## src/rtl/sps_pkg.sv

```systemverilog
package sps_pkg;

  typedef enum logic [1:0] {
    ST_IDLE = 2'd0,
    ST_XFER = 2'd1,
    ST_SOFT = 2'd2
  } seqState_e;

  localparam logic [1:0] DIR_IN    = 2'd0;
  localparam logic [1:0] DIR_OUT   = 2'd1;
  localparam logic [1:0] DIR_BIDIR = 2'd2;

  // Control strobes handed from the sequencer to the datapath
  typedef struct packed {
    logic startCyc;
    logic softClr;
    logic loadOut;
    logic relBidir;
    logic capture;
    logic finish;
  } ctlStrobe_t;

  // Direction of one data bit: (code + bit index) mod 3
  function automatic logic [1:0] dirForBit(input logic [7:0] cfgExt, input int unsigned idx);
    logic [7:0] sum;
    sum = cfgExt + 8'(idx);
    return 2'(sum % 8'd3);
  endfunction

endpackage

```

## src/rtl/sps_ctrl.sv

```systemverilog
module sps_ctrl
  import sps_pkg::*;
#(
  parameter int TICK_DIV     = 200,
  parameter int STB_TICKS    = 6,
  parameter int DRIVE_TICK   = 1,
  parameter int CAPTURE_TICK = 11,
  parameter int CYCLE_TICKS  = 13
) (
  input  logic       clk,
  input  logic       rstN,
  input  logic       reqValid,
  input  logic       softRst,
  output ctlStrobe_t ctl,
  output logic       strobeLow,
  output logic       inSoft,
  output logic       busy
);

  localparam int DIV_W = $clog2(TICK_DIV + 1);
  localparam int TCK_W = $clog2(CYCLE_TICKS + 1);
  localparam logic [DIV_W-1:0] DIV_LAST  = DIV_W'(TICK_DIV - 1);
  localparam logic [TCK_W-1:0] T_DRIVE   = TCK_W'(DRIVE_TICK - 1);
  localparam logic [TCK_W-1:0] T_RELEASE = TCK_W'(STB_TICKS - 1);
  localparam logic [TCK_W-1:0] T_CAPTURE = TCK_W'(CAPTURE_TICK - 1);
  localparam logic [TCK_W-1:0] T_LAST    = TCK_W'(CYCLE_TICKS - 1);
  localparam logic [TCK_W-1:0] T_STBEND  = TCK_W'(STB_TICKS);

  seqState_e        state;
  logic [DIV_W-1:0] divCnt;
  logic [TCK_W-1:0] tickCnt;
  logic             pendFlag;
  logic             tickEnd;

  assign tickEnd = (divCnt == DIV_LAST);

  always_ff @(posedge clk or negedge rstN) begin
    if (!rstN) begin
      state    <= ST_IDLE;
      divCnt   <= '0;
      tickCnt  <= '0;
      pendFlag <= 1'b0;
    end else if (softRst) begin
      state    <= ST_SOFT;
      divCnt   <= '0;
      tickCnt  <= '0;
      pendFlag <= 1'b0;
    end else begin
      case (state)
        ST_IDLE: begin
          if (pendFlag) begin
            state    <= ST_XFER;
            divCnt   <= '0;
            tickCnt  <= '0;
            pendFlag <= reqValid;
          end else begin
            pendFlag <= reqValid;
          end
        end
        ST_XFER: begin
          pendFlag <= pendFlag | reqValid;
          if (tickEnd) begin
            divCnt <= '0;
            if (tickCnt == T_LAST) begin
              state   <= ST_IDLE;
              tickCnt <= '0;
            end else begin
              tickCnt <= tickCnt + 1'b1;
            end
          end else begin
            divCnt <= divCnt + 1'b1;
          end
        end
        ST_SOFT: begin
          pendFlag <= pendFlag | reqValid;
          if (tickEnd) begin
            divCnt <= '0;
            if (tickCnt == T_RELEASE) begin
              state   <= ST_IDLE;
              tickCnt <= '0;
            end else begin
              tickCnt <= tickCnt + 1'b1;
            end
          end else begin
            divCnt <= divCnt + 1'b1;
          end
        end
        default: state <= ST_IDLE;
      endcase
    end
  end

  logic xferTickEnd;
  assign xferTickEnd = !softRst && (state == ST_XFER) && tickEnd;

  always_comb begin
    ctl          = '0;
    ctl.softClr  = softRst;
    ctl.startCyc = !softRst && (state == ST_IDLE) && pendFlag;
    ctl.loadOut  = xferTickEnd && (tickCnt == T_DRIVE);
    ctl.relBidir = xferTickEnd && (tickCnt == T_RELEASE);
    ctl.capture  = xferTickEnd && (tickCnt == T_CAPTURE);
    ctl.finish   = xferTickEnd && (tickCnt == T_LAST);
  end

  assign strobeLow = ((state == ST_XFER) || (state == ST_SOFT)) && (tickCnt < T_STBEND);
  assign inSoft    = (state == ST_SOFT);
  assign busy      = (state != ST_IDLE) || pendFlag;

endmodule

```

## src/rtl/sps_datapath.sv

```systemverilog
module sps_datapath
  import sps_pkg::*;
#(
  parameter int NIB_W        = 4,
  parameter int CFG_W        = 4,
  parameter int PAR_IN_CODE  = 7
) (
  input  logic             clk,
  input  logic             rstN,
  input  ctlStrobe_t       ctl,
  input  logic             reqValid,
  input  logic             reqSelPar,
  input  logic             reqDataCall,
  input  logic [NIB_W-1:0] reqDataNib,
  input  logic [NIB_W-1:0] reqParNib,
  input  logic [CFG_W-1:0] cfgCode,
  input  logic [NIB_W-1:0] dataPinIn,
  input  logic [NIB_W-1:0] parPinIn,
  output logic [NIB_W-1:0] dataPinLow,
  output logic [NIB_W-1:0] parPinLow,
  output logic             rspValid,
  output logic [NIB_W-1:0] rspNib,
  output logic             curSelPar
);

  localparam logic [CFG_W-1:0] PAR_IN_VAL = CFG_W'(PAR_IN_CODE);

  // waiting request payload
  logic             pSelPar, pDataCall;
  logic [NIB_W-1:0] pDataNib, pParNib;
  // current transfer
  logic             cParIn;
  logic [NIB_W-1:0] cDataNib, cParNib;
  logic [NIB_W-1:0][1:0] cMode;
  // port output state
  logic [NIB_W-1:0] dDrv, dVal, dBid;
  logic             pDrv;
  logic [NIB_W-1:0] pVal;
  logic [NIB_W-1:0] capNib;
  // per-bit decode of the latched directions
  logic [NIB_W-1:0] modeDrives, modeBidir, modeReads;

  genvar g;
  generate
    for (g = 0; g < NIB_W; g++) begin : g_bitDecode
      assign modeDrives[g] = (cMode[g] == DIR_OUT) || (cMode[g] == DIR_BIDIR);
      assign modeBidir[g]  = (cMode[g] == DIR_BIDIR);
      assign modeReads[g]  = (cMode[g] != DIR_OUT);
    end
  endgenerate

  always_ff @(posedge clk or negedge rstN) begin
    if (!rstN) begin
      pSelPar   <= 1'b0;
      pDataCall <= 1'b0;
      pDataNib  <= '0;
      pParNib   <= '0;
      curSelPar <= 1'b0;
      cParIn    <= 1'b0;
      cDataNib  <= '0;
      cParNib   <= '0;
      cMode     <= '0;
      dDrv      <= '0;
      dVal      <= '0;
      dBid      <= '0;
      pDrv      <= 1'b0;
      pVal      <= '0;
      capNib    <= '0;
      rspValid  <= 1'b0;
      rspNib    <= '0;
    end else begin
      rspValid <= 1'b0;
      if (reqValid && !ctl.softClr) begin
        pSelPar   <= reqSelPar;
        pDataCall <= reqDataCall;
        pDataNib  <= reqDataNib;
        pParNib   <= reqParNib;
      end
      if (ctl.softClr) begin
        dDrv <= '0;
        dBid <= '0;
        pDrv <= 1'b0;
      end else begin
        if (ctl.startCyc) begin
          curSelPar <= pSelPar;
          cParIn    <= pSelPar && pDataCall && (cfgCode == PAR_IN_VAL);
          cDataNib  <= pDataNib;
          cParNib   <= pParNib;
          for (int i = 0; i < NIB_W; i++) begin
            cMode[i] <= dirForBit(8'(cfgCode), i);
          end
        end
        if (ctl.loadOut) begin
          if (curSelPar) begin
            pDrv <= !cParIn;
            pVal <= cParNib;
          end else begin
            dDrv <= modeDrives;
            dVal <= cDataNib;
            dBid <= modeBidir;
          end
        end
        if (ctl.relBidir && !curSelPar) begin
          dDrv <= dDrv & ~dBid;
        end
        if (ctl.capture) begin
          if (curSelPar) begin
            capNib <= cParIn ? parPinIn : '0;
          end else begin
            capNib <= dataPinIn & modeReads;
          end
        end
        if (ctl.finish) begin
          rspValid <= 1'b1;
          rspNib   <= capNib;
        end
      end
    end
  end

  assign dataPinLow = dDrv & ~dVal;
  assign parPinLow  = {NIB_W{pDrv}} & ~pVal;

endmodule

```

## src/rtl/strobe_port_seq.sv

```systemverilog
module strobe_port_seq
  import sps_pkg::*;
#(
  parameter int NIB_W        = 4,
  parameter int CFG_W        = 4,
  parameter int PAR_IN_CODE  = 7,
  parameter int TICK_DIV     = 200,
  parameter int STB_TICKS    = 6,
  parameter int DRIVE_TICK   = 1,
  parameter int CAPTURE_TICK = 11,
  parameter int CYCLE_TICKS  = 13
) (
  input  logic             clk,
  input  logic             rstN,
  input  logic [CFG_W-1:0] cfgCode,
  input  logic             reqValid,
  input  logic             reqSelPar,
  input  logic             reqDataCall,
  input  logic [NIB_W-1:0] reqDataNib,
  input  logic [NIB_W-1:0] reqParNib,
  input  logic             softRst,
  input  logic [NIB_W-1:0] dataPinIn,
  input  logic [NIB_W-1:0] parPinIn,
  output logic             dataStbLow,
  output logic             parStbLow,
  output logic [NIB_W-1:0] dataPinLow,
  output logic [NIB_W-1:0] parPinLow,
  output logic             rspValid,
  output logic [NIB_W-1:0] rspNib,
  output logic             busy
);

  ctlStrobe_t ctl;
  logic       strobeLow, inSoft, curSelPar;

  sps_ctrl #(
    .TICK_DIV    (TICK_DIV),
    .STB_TICKS   (STB_TICKS),
    .DRIVE_TICK  (DRIVE_TICK),
    .CAPTURE_TICK(CAPTURE_TICK),
    .CYCLE_TICKS (CYCLE_TICKS)
  ) ctrl_i (
    .clk      (clk),
    .rstN     (rstN),
    .reqValid (reqValid),
    .softRst  (softRst),
    .ctl      (ctl),
    .strobeLow(strobeLow),
    .inSoft   (inSoft),
    .busy     (busy)
  );

  sps_datapath #(
    .NIB_W      (NIB_W),
    .CFG_W      (CFG_W),
    .PAR_IN_CODE(PAR_IN_CODE)
  ) dp_i (
    .clk        (clk),
    .rstN       (rstN),
    .ctl        (ctl),
    .reqValid   (reqValid),
    .reqSelPar  (reqSelPar),
    .reqDataCall(reqDataCall),
    .reqDataNib (reqDataNib),
    .reqParNib  (reqParNib),
    .cfgCode    (cfgCode),
    .dataPinIn  (dataPinIn),
    .parPinIn   (parPinIn),
    .dataPinLow (dataPinLow),
    .parPinLow  (parPinLow),
    .rspValid   (rspValid),
    .rspNib     (rspNib),
    .curSelPar  (curSelPar)
  );

  assign dataStbLow = strobeLow && (inSoft || !curSelPar);
  assign parStbLow  = strobeLow && (inSoft || curSelPar);

endmodule

```

## config.mk

```make
export PLATFORM = sky130hd
export DESIGN_NAME = strobe_port_seq
export DESIGN_NICKNAME = d
export VERILOG_FILES = /design/src/rtl/sps_pkg.sv /design/src/rtl/sps_ctrl.sv /design/src/rtl/sps_datapath.sv /design/src/rtl/strobe_port_seq.sv
export SDC_FILE = /design/constraint.sdc
export NUM_CORES = 1
export LEC_CHECK = 0
export ABC_CLOCK_PERIOD_IN_PS = 3100
export BUFFER_PORTS_ARGS = -buffer_cell sky130_fd_sc_hd__buf_2
export CAP_MARGIN = 20
export CORE_ASPECT_RATIO = 0.75
export CORE_MARGIN = 3
export CORE_UTILIZATION = 32
export CTS_CLUSTER_DIAMETER = 50
export DETAILED_ROUTE_END_ITERATION = 7
export HOLD_SLACK_MARGIN = 0.03
export PLACE_DENSITY_LB_ADDON = 0.12
export REMOVE_ABC_BUFFERS = 1
export SLEW_MARGIN = 10
export SYNTH_ARGS = -nofsm -noshare
export SYNTH_HDL_FRONTEND = slang
export SYNTH_SLANG_ARGS = --single-unit
```

## constraint.sdc

```tcl
create_clock -name clk -period 3.1 [get_ports clk]
set_input_delay 0.465 -clock clk [delete_from_list [all_inputs] [get_ports clk]]
set_output_delay 0.465 -clock clk [all_outputs]
set_load 0.05 [all_outputs]
```

Word-level counts from Yosys, hierarchy flattened

Index checks and enable logic that the tools add are counted.

Reduce and logical (&&, ||, !) cells: 46
Bitwise logic cells: 10
Multiplexer cells: 34
Add/sub/neg operators: 5
Magnitude comparators: 1
Eq/ne operators: 26
Divide/modulo/power cells: 4

Operator list:

| kind                                                                     | count |
|---|---|
| 4-bit two-way mux                                                        | 15 |
| 8-bit by 2-bit modulo with 8-bit output (second input constant)          | 3 |
| 8-bit two-way mux                                                        | 3 |
| 4-bit AND                                                                | 4 |
| 8-bit case mux with 2 select lines                                       | 1 |
| 1-bit logical AND                                                        | 15 |
| 2-bit AND reduction                                                      | 7 |
| 2-bit two-way mux                                                        | 6 |
| 3-bit by 2-bit inequality test with 1-bit output (second input constant) | 4 |
| 4-bit NOT                                                                | 3 |
| 4-bit case mux with 3 select lines                                       | 1 |
| 4-bit by 2-bit adder with 5-bit output (second input constant)           | 2 |
| 2-bit by 1-bit == test with 1-bit output (second input constant)         | 5 |
| 2-bit == test (second input constant)                                    | 5 |
| 8-bit by 1-bit adder with 8-bit output (second input constant)           | 1 |
| 4-bit by 3-bit == test with 1-bit output (second input constant)         | 2 |
| 4-bit == test (second input constant)                                    | 2 |
| 8-bit == test (second input constant)                                    | 1 |
| 1-bit logical OR                                                         | 8 |
| 4-bit by 2-bit modulo with 8-bit output (second input constant)          | 1 |
| 2-bit by 1-bit inequality test with 1-bit output (second input constant) | 4 |
| 1-bit two-way mux                                                        | 6 |
| 3-bit inequality test (second input constant)                            | 2 |
| 2-bit case mux with 3 select lines                                       | 1 |
| 17 further kinds                                                         | 24 |

Logic and storage cells: 150
Bits of input ports: 26
Register bits after elaboration: 69

Logic depth before layout (Yosys ltp)

Word-level depth: 7
Mapped depth: 23
Gate-level depth less buffers: 20

By module

From an unflattened synthesis, not the netlist that was laid out.

Cells, all modules: 549
Area total of the unflattened synthesis: 5,023.6 µm²

Modules (own cells, without submodules):

| module          | times used | cells each | sequential area each (µm²) | area an instance (µm²) |
|---|---|---|---|---|
| sps_datapath    | 1          | 420        | 1,351.3                    | 3,872.5 |
| sps_ctrl        | 1          | 126        | 375.4                      | 1,132.3 |
| strobe_port_seq | 1          | 3          | 0.0                        | 18.8 |

Worst setup path before layout

No wires, ideal clock.

Path type: input to register
Start: input cfgCode[0]
End: register dp_i.cMode[7] in the netlist's numbering
Path buffers: 3
Setup slack: -1.184 ns
Data required time: 3.005 ns
Data arrival time: 4.188 ns
Cell stages on the path: 22
Cell sequence: buf_4 inv_1 ha_1 clkbuf_1 and3b_1 ha_1 buf_1 nor4bb_1 a31oi_1 nand4_1 nor3_1 ha_1 or2_2 a221oi_1 a31oi_1 nor3_1 xnor2_1 ha_1 nor2b_1 and2_1 a21oi_1 o31ai_1

Word-level cells in the longest chain between the ends: 2

Ends and longest elaborated chain:

| item                                    | line                  | text |
|---|---|---|
| from (decl)                             | strobe_port_seq.sv:15 | `input logic [CFG_W-1:0] cfgCode,` |
| 4-bit by 2-bit adder with 5-bit output  | sps_pkg.sv:26         | `sum = cfgExt + 8'(idx);` |
| 8-bit by 2-bit modulo with 8-bit output | sps_pkg.sv:27         | `return 2'(sum % 8'd3);` |
| to (signal, indexed assignment)         | sps_datapath.sv:90    | `cMode[i] <= dirForBit(8'(cfgCode), i);` |
| to (decl)                               | sps_datapath.sv:34    | `logic [NIB_W-1:0][1:0] cMode;` |

Every way passes these cells.
A chain may end at the register's enable or synchronous reset.

Worst setup path after layout

Start: input cfgCode[2]
End: register dp_i.cMode[5] in the netlist's numbering

Same word-level chain as after synthesis.

==> summary.md <==
| Metric | Value |
|---|---|
| Yosys warnings | `0` |
| DR WL/cell | `14.46 um` |
| Initial drt markers | `240` |
| Io pins | `between 40 and 50` |
| CTS sink count | `a little under 70` |
| Worst r2r dst | `dp_i.dVal[3]$_DFFE_PN0P_` |
| Hold WC Path Type | `input port to asynchronous set/reset pin` |
| Pwr/cell area | `458.0 mW/mm2` |
| Setup Crit Path Kind | `input port to flip-flop` |
| Placed instance count | `832` |
| Max Cap Violations | `0` |
| Final worst setup slack | `-0.3703 ns` |
| DR WL met3 | `451 um` |
| First-pass GRT wire length | `around 21000 um` |
| Routed wl met2 | `5367 um` |
| Die Wd | `between 100 and 150 um` |
| Post-synthesis cell area | `0.004861 mm2` |
| Drt pass-1 iters | `4` |
| Pre-CTS setup slack | `-1.019 ns` |
| Die area | `approximately 0.017 mm2` |
| Power, Total | `3.012 mW` |
| Worst-path clk slew | `0.06 ns` |
| Synth unique cells | `78` |
| Hpwl dp | `9223 um` |
| RSZ-0062 raised after global routing | `yes` |
| Layout cells sized above 1 | `36.16%` |
| Cts bufs inserted | `9` |
| Clock Skews | `around 0.0074 ns` |
| Avg Inst Size Synth | `around 9 um2` |
| Post-Layout Inst Area | `0.006576 mm2` |
| Finish-stage setup viols | `6` |
| CTS Hold Bufs | `0` |
| Synthesized instance count | `540` |
| Slew headroom | `54.79%` |
| Total Wirelength | `12610 um` |
| Failing checks | `setup timing` |
| Tcrit/Tclk final | `111.9%` |
| Static leakage power | `3.007 nW` |
| Post-synth EDFFs | `0` |
| CP Max Fanout | `4` |
| Gp weighted congestion | `0.7935` |
| Crit path required time | `3.30 ns` |
| Die H | `roughly 110 um` |
| Outcome | `complete, but fails checks` |
| Finished Layout Cells | `a little under 900` |
| Max Buffers Root-to-Sink | `2` |
| Slew Limit Fails | `0` |
| Aggregate global routing overflow | `0` |
| Skew-Pair Late Insertion Delay | `0.33 ns` |
| Yosys reg bits | `69` |
| Rows | `38` |
| Async set-reset flop share out of synthesis | `100.0%` |
| Register area share after synthesis | `35.52%` |
| Vias in the first global route | `4320` |
| PortBufs | `41` |
| CTS tree | `built` |
| Clk root buf | `clkbuf_16` |
| DR top layer | `met4` |
| # H-tree levels | `3` |
| Worst reg2reg path depth | `8` |
| Reg2reg setup slack | `0.37 ns` |
| Antenna-violating nets left | `0` |
| Setup Total Neg Slack | `-1.969 ns` |
| Final Hold Fails | `0` |
| Avg Vias per Cell | `4.945` |
| Minimum clock period after layout | `3.470 ns` |
| Hold_ws | `around 0.15 ns` |
| Worst endpoint data arrival time | `3.67 ns` |
| Via count | `4312` |
| NumNets Final | `732` |
| Placed Area | `around 0.0058 mm2` |
| Ys flop type | `dfrtp_1` |
| Initial antenna violation count | `0` |
| Initial Util | `33.19%` |
| Peak VDD IR | `roughly 270 uV` |
| Ant diodes | `0` |
| Worst Max-Slew Pin Slew | `0.6782 ns` |
| R2r startpoint | `ctrl_i.divCnt[0]$_DFFE_PN0P_` |
| Utilization after layout | `44.91%` |
| F_max | `roughly 290 MHz` |
| GRT Total Usage | `around 16%` |
| DRC | `0` |
| Crit end category | `flip-flop` |
| CP Launch Point | `cfgCode[2]` |
| Layout area overhead | `35.29%` |
| Core area | `between 0.01 and 0.015 mm2` |
| Pin count of the biggest net entering global routing | `46` |
| Post-Route M1 WL | `between 6000 and 7000 um` |
| Setup crit start kind | `input port` |
[final cells by class]
type,instances,area [um2]
clock buffers,10,239.0
clock inverters,6,38.79
fillers,1460,8068
inverters,31,121.4
multi-input cells,413,3164
flip-flops and latches,69,1727
well taps,200,250.2
repair buffers,143,1036
[layer usage]
metal  up-vias  track usage [%]
met5         -                0
met4         0            3.138
met3         9            3.443
met2        72            22.68
met1      2049            23.60
li1       2182                -
[what timing repair did]
item / in CTS / in global routing
setup endpoints to repair: 6 / 10
resized for setup: 46 / 30
buffers inserted: 20 / 4
pin swaps: 33 / 32
[flip-flops by register name, summed over array words and instances, names as in the netlist]
signal and cells:
dp_i.curSelPar 1, dp_i.pDrv 1, ctrl_i.divCnt 8, dp_i.pSelPar 1
dp_i.dDrv 4, ctrl_i.pendFlag 1, dp_i.capNib 4, dp_i.rspValid 1
dp_i.pVal 4, dp_i.cMode 8, ctrl_i.state 2, dp_i.pParNib 4
ctrl_i.tickCnt 4, dp_i.pDataCall 1, dp_i.rspNib 4, dp_i.dVal 4
dp_i.dBid 4, dp_i.cParNib 4, dp_i.cDataNib 4, dp_i.cParIn 1
dp_i.pDataNib 4
[worst max-delay path, cell delays in order]
cell       delay [ns]
buf_8            0.11
ha_4             0.17
buf_6            0.12
ha_4             0.24
ha_4             0.28
nor2b_4          0.04
a221o_1          0.31
o31a_1           0.12
ha_2             0.19
inv_2            0.06
buf_4            0.10
buf_4            0.09
buf_4            0.09
buf_4            0.09
buf_4            0.09
buf_4            0.09
buf_4            0.09
buf_4            0.10
a2bb2oi_2        0.05
or4_4            0.51
a31oi_1          0.18
o31ai_1          0.08
[kinds of logic after synthesis]
logic type	count (synthesis)	synth area share (%)
adder cells (fa/ha/maj)	40	10.24
XOR/XNOR	13	2.780
multiplexers	29	6.795
AO/OA/AOI/OAI	128	17.07
AND/OR/NAND/NOR	203	22.55
buffers and inverters	58	5.045
flip-flops	69	35.52
[where the power goes]
part	internal (mW)	switching, mW
clock	0.559	0.385
sequential	1.01	0.112
combinational	0.487	0.455
[synth_stat cells, types with 6 or more instances]
| master | instances | share of area (%) |
|---|---|---|
| dfrtp_1 | 69 | 36 |
| or2_2 | 6 | 0.77 |
| nor2b_1 | 13 | 1.7 |
| mux2_2 | 18 | 4.2 |
| mux2i_1 | 6 | 1.2 |
| nand4_1 | 7 | 0.90 |
| nand2_1 | 67 | 5.2 |
| ha_1 | 39 | 10 |
| buf_2 | 7 | 0.72 |
| clkbuf_1 | 15 | 1.2 |
| inv_1 | 30 | 2.3 |
| nor3_1 | 9 | 0.93 |
| nand3_1 | 9 | 0.93 |
| o31ai_1 | 6 | 0.93 |
| nand2b_1 | 14 | 1.8 |
| o211ai_1 | 6 | 0.93 |
| o21ai_0 | 31 | 3.2 |
| a21oi_1 | 24 | 2.5 |
| xnor2_1 | 10 | 1.8 |
| nor3b_1 | 8 | 1.2 |
| a31oi_1 | 8 | 1.0 |
| nor2_1 | 34 | 2.6 |
| o21ai_1 | 14 | 1.4 |
[cells in the final DEF, fill, tap and decap left out, types with 8 or more instances in the layout]
cell and instances:
o21ai_0 30, nand3_1 9, buf_2 37, xnor2_1 8, o21ai_1 14, nor2_1 34
clkbuf_16 9, a21oi_1 22, nor2b_1 11, nand2_1 64, nand2b_1 14, ha_1 26
inv_1 25, dfrtp_1 69, mux2_2 18, buf_4 96
[worst max path at each step]
stage               slack, ns                        end  cells after the start
finish                  -0.37  dp_i.cMode[5]$_DFFE_PN0P_                     22
global route            -0.55  dp_i.cMode[2]$_DFFE_PN0P_                     22
CTS                     -0.37  dp_i.cMode[6]$_DFFE_PN0P_                     21
detailed placement      -1.02  dp_i.cMode[7]$_DFFE_PN0P_                     21
global placement        -0.91  dp_i.cMode[7]$_DFFE_PN0P_                     21
floorplan               -1.32  dp_i.cMode[7]$_DFFE_PN0P_                     20
(Power assumes the default switching activity.)
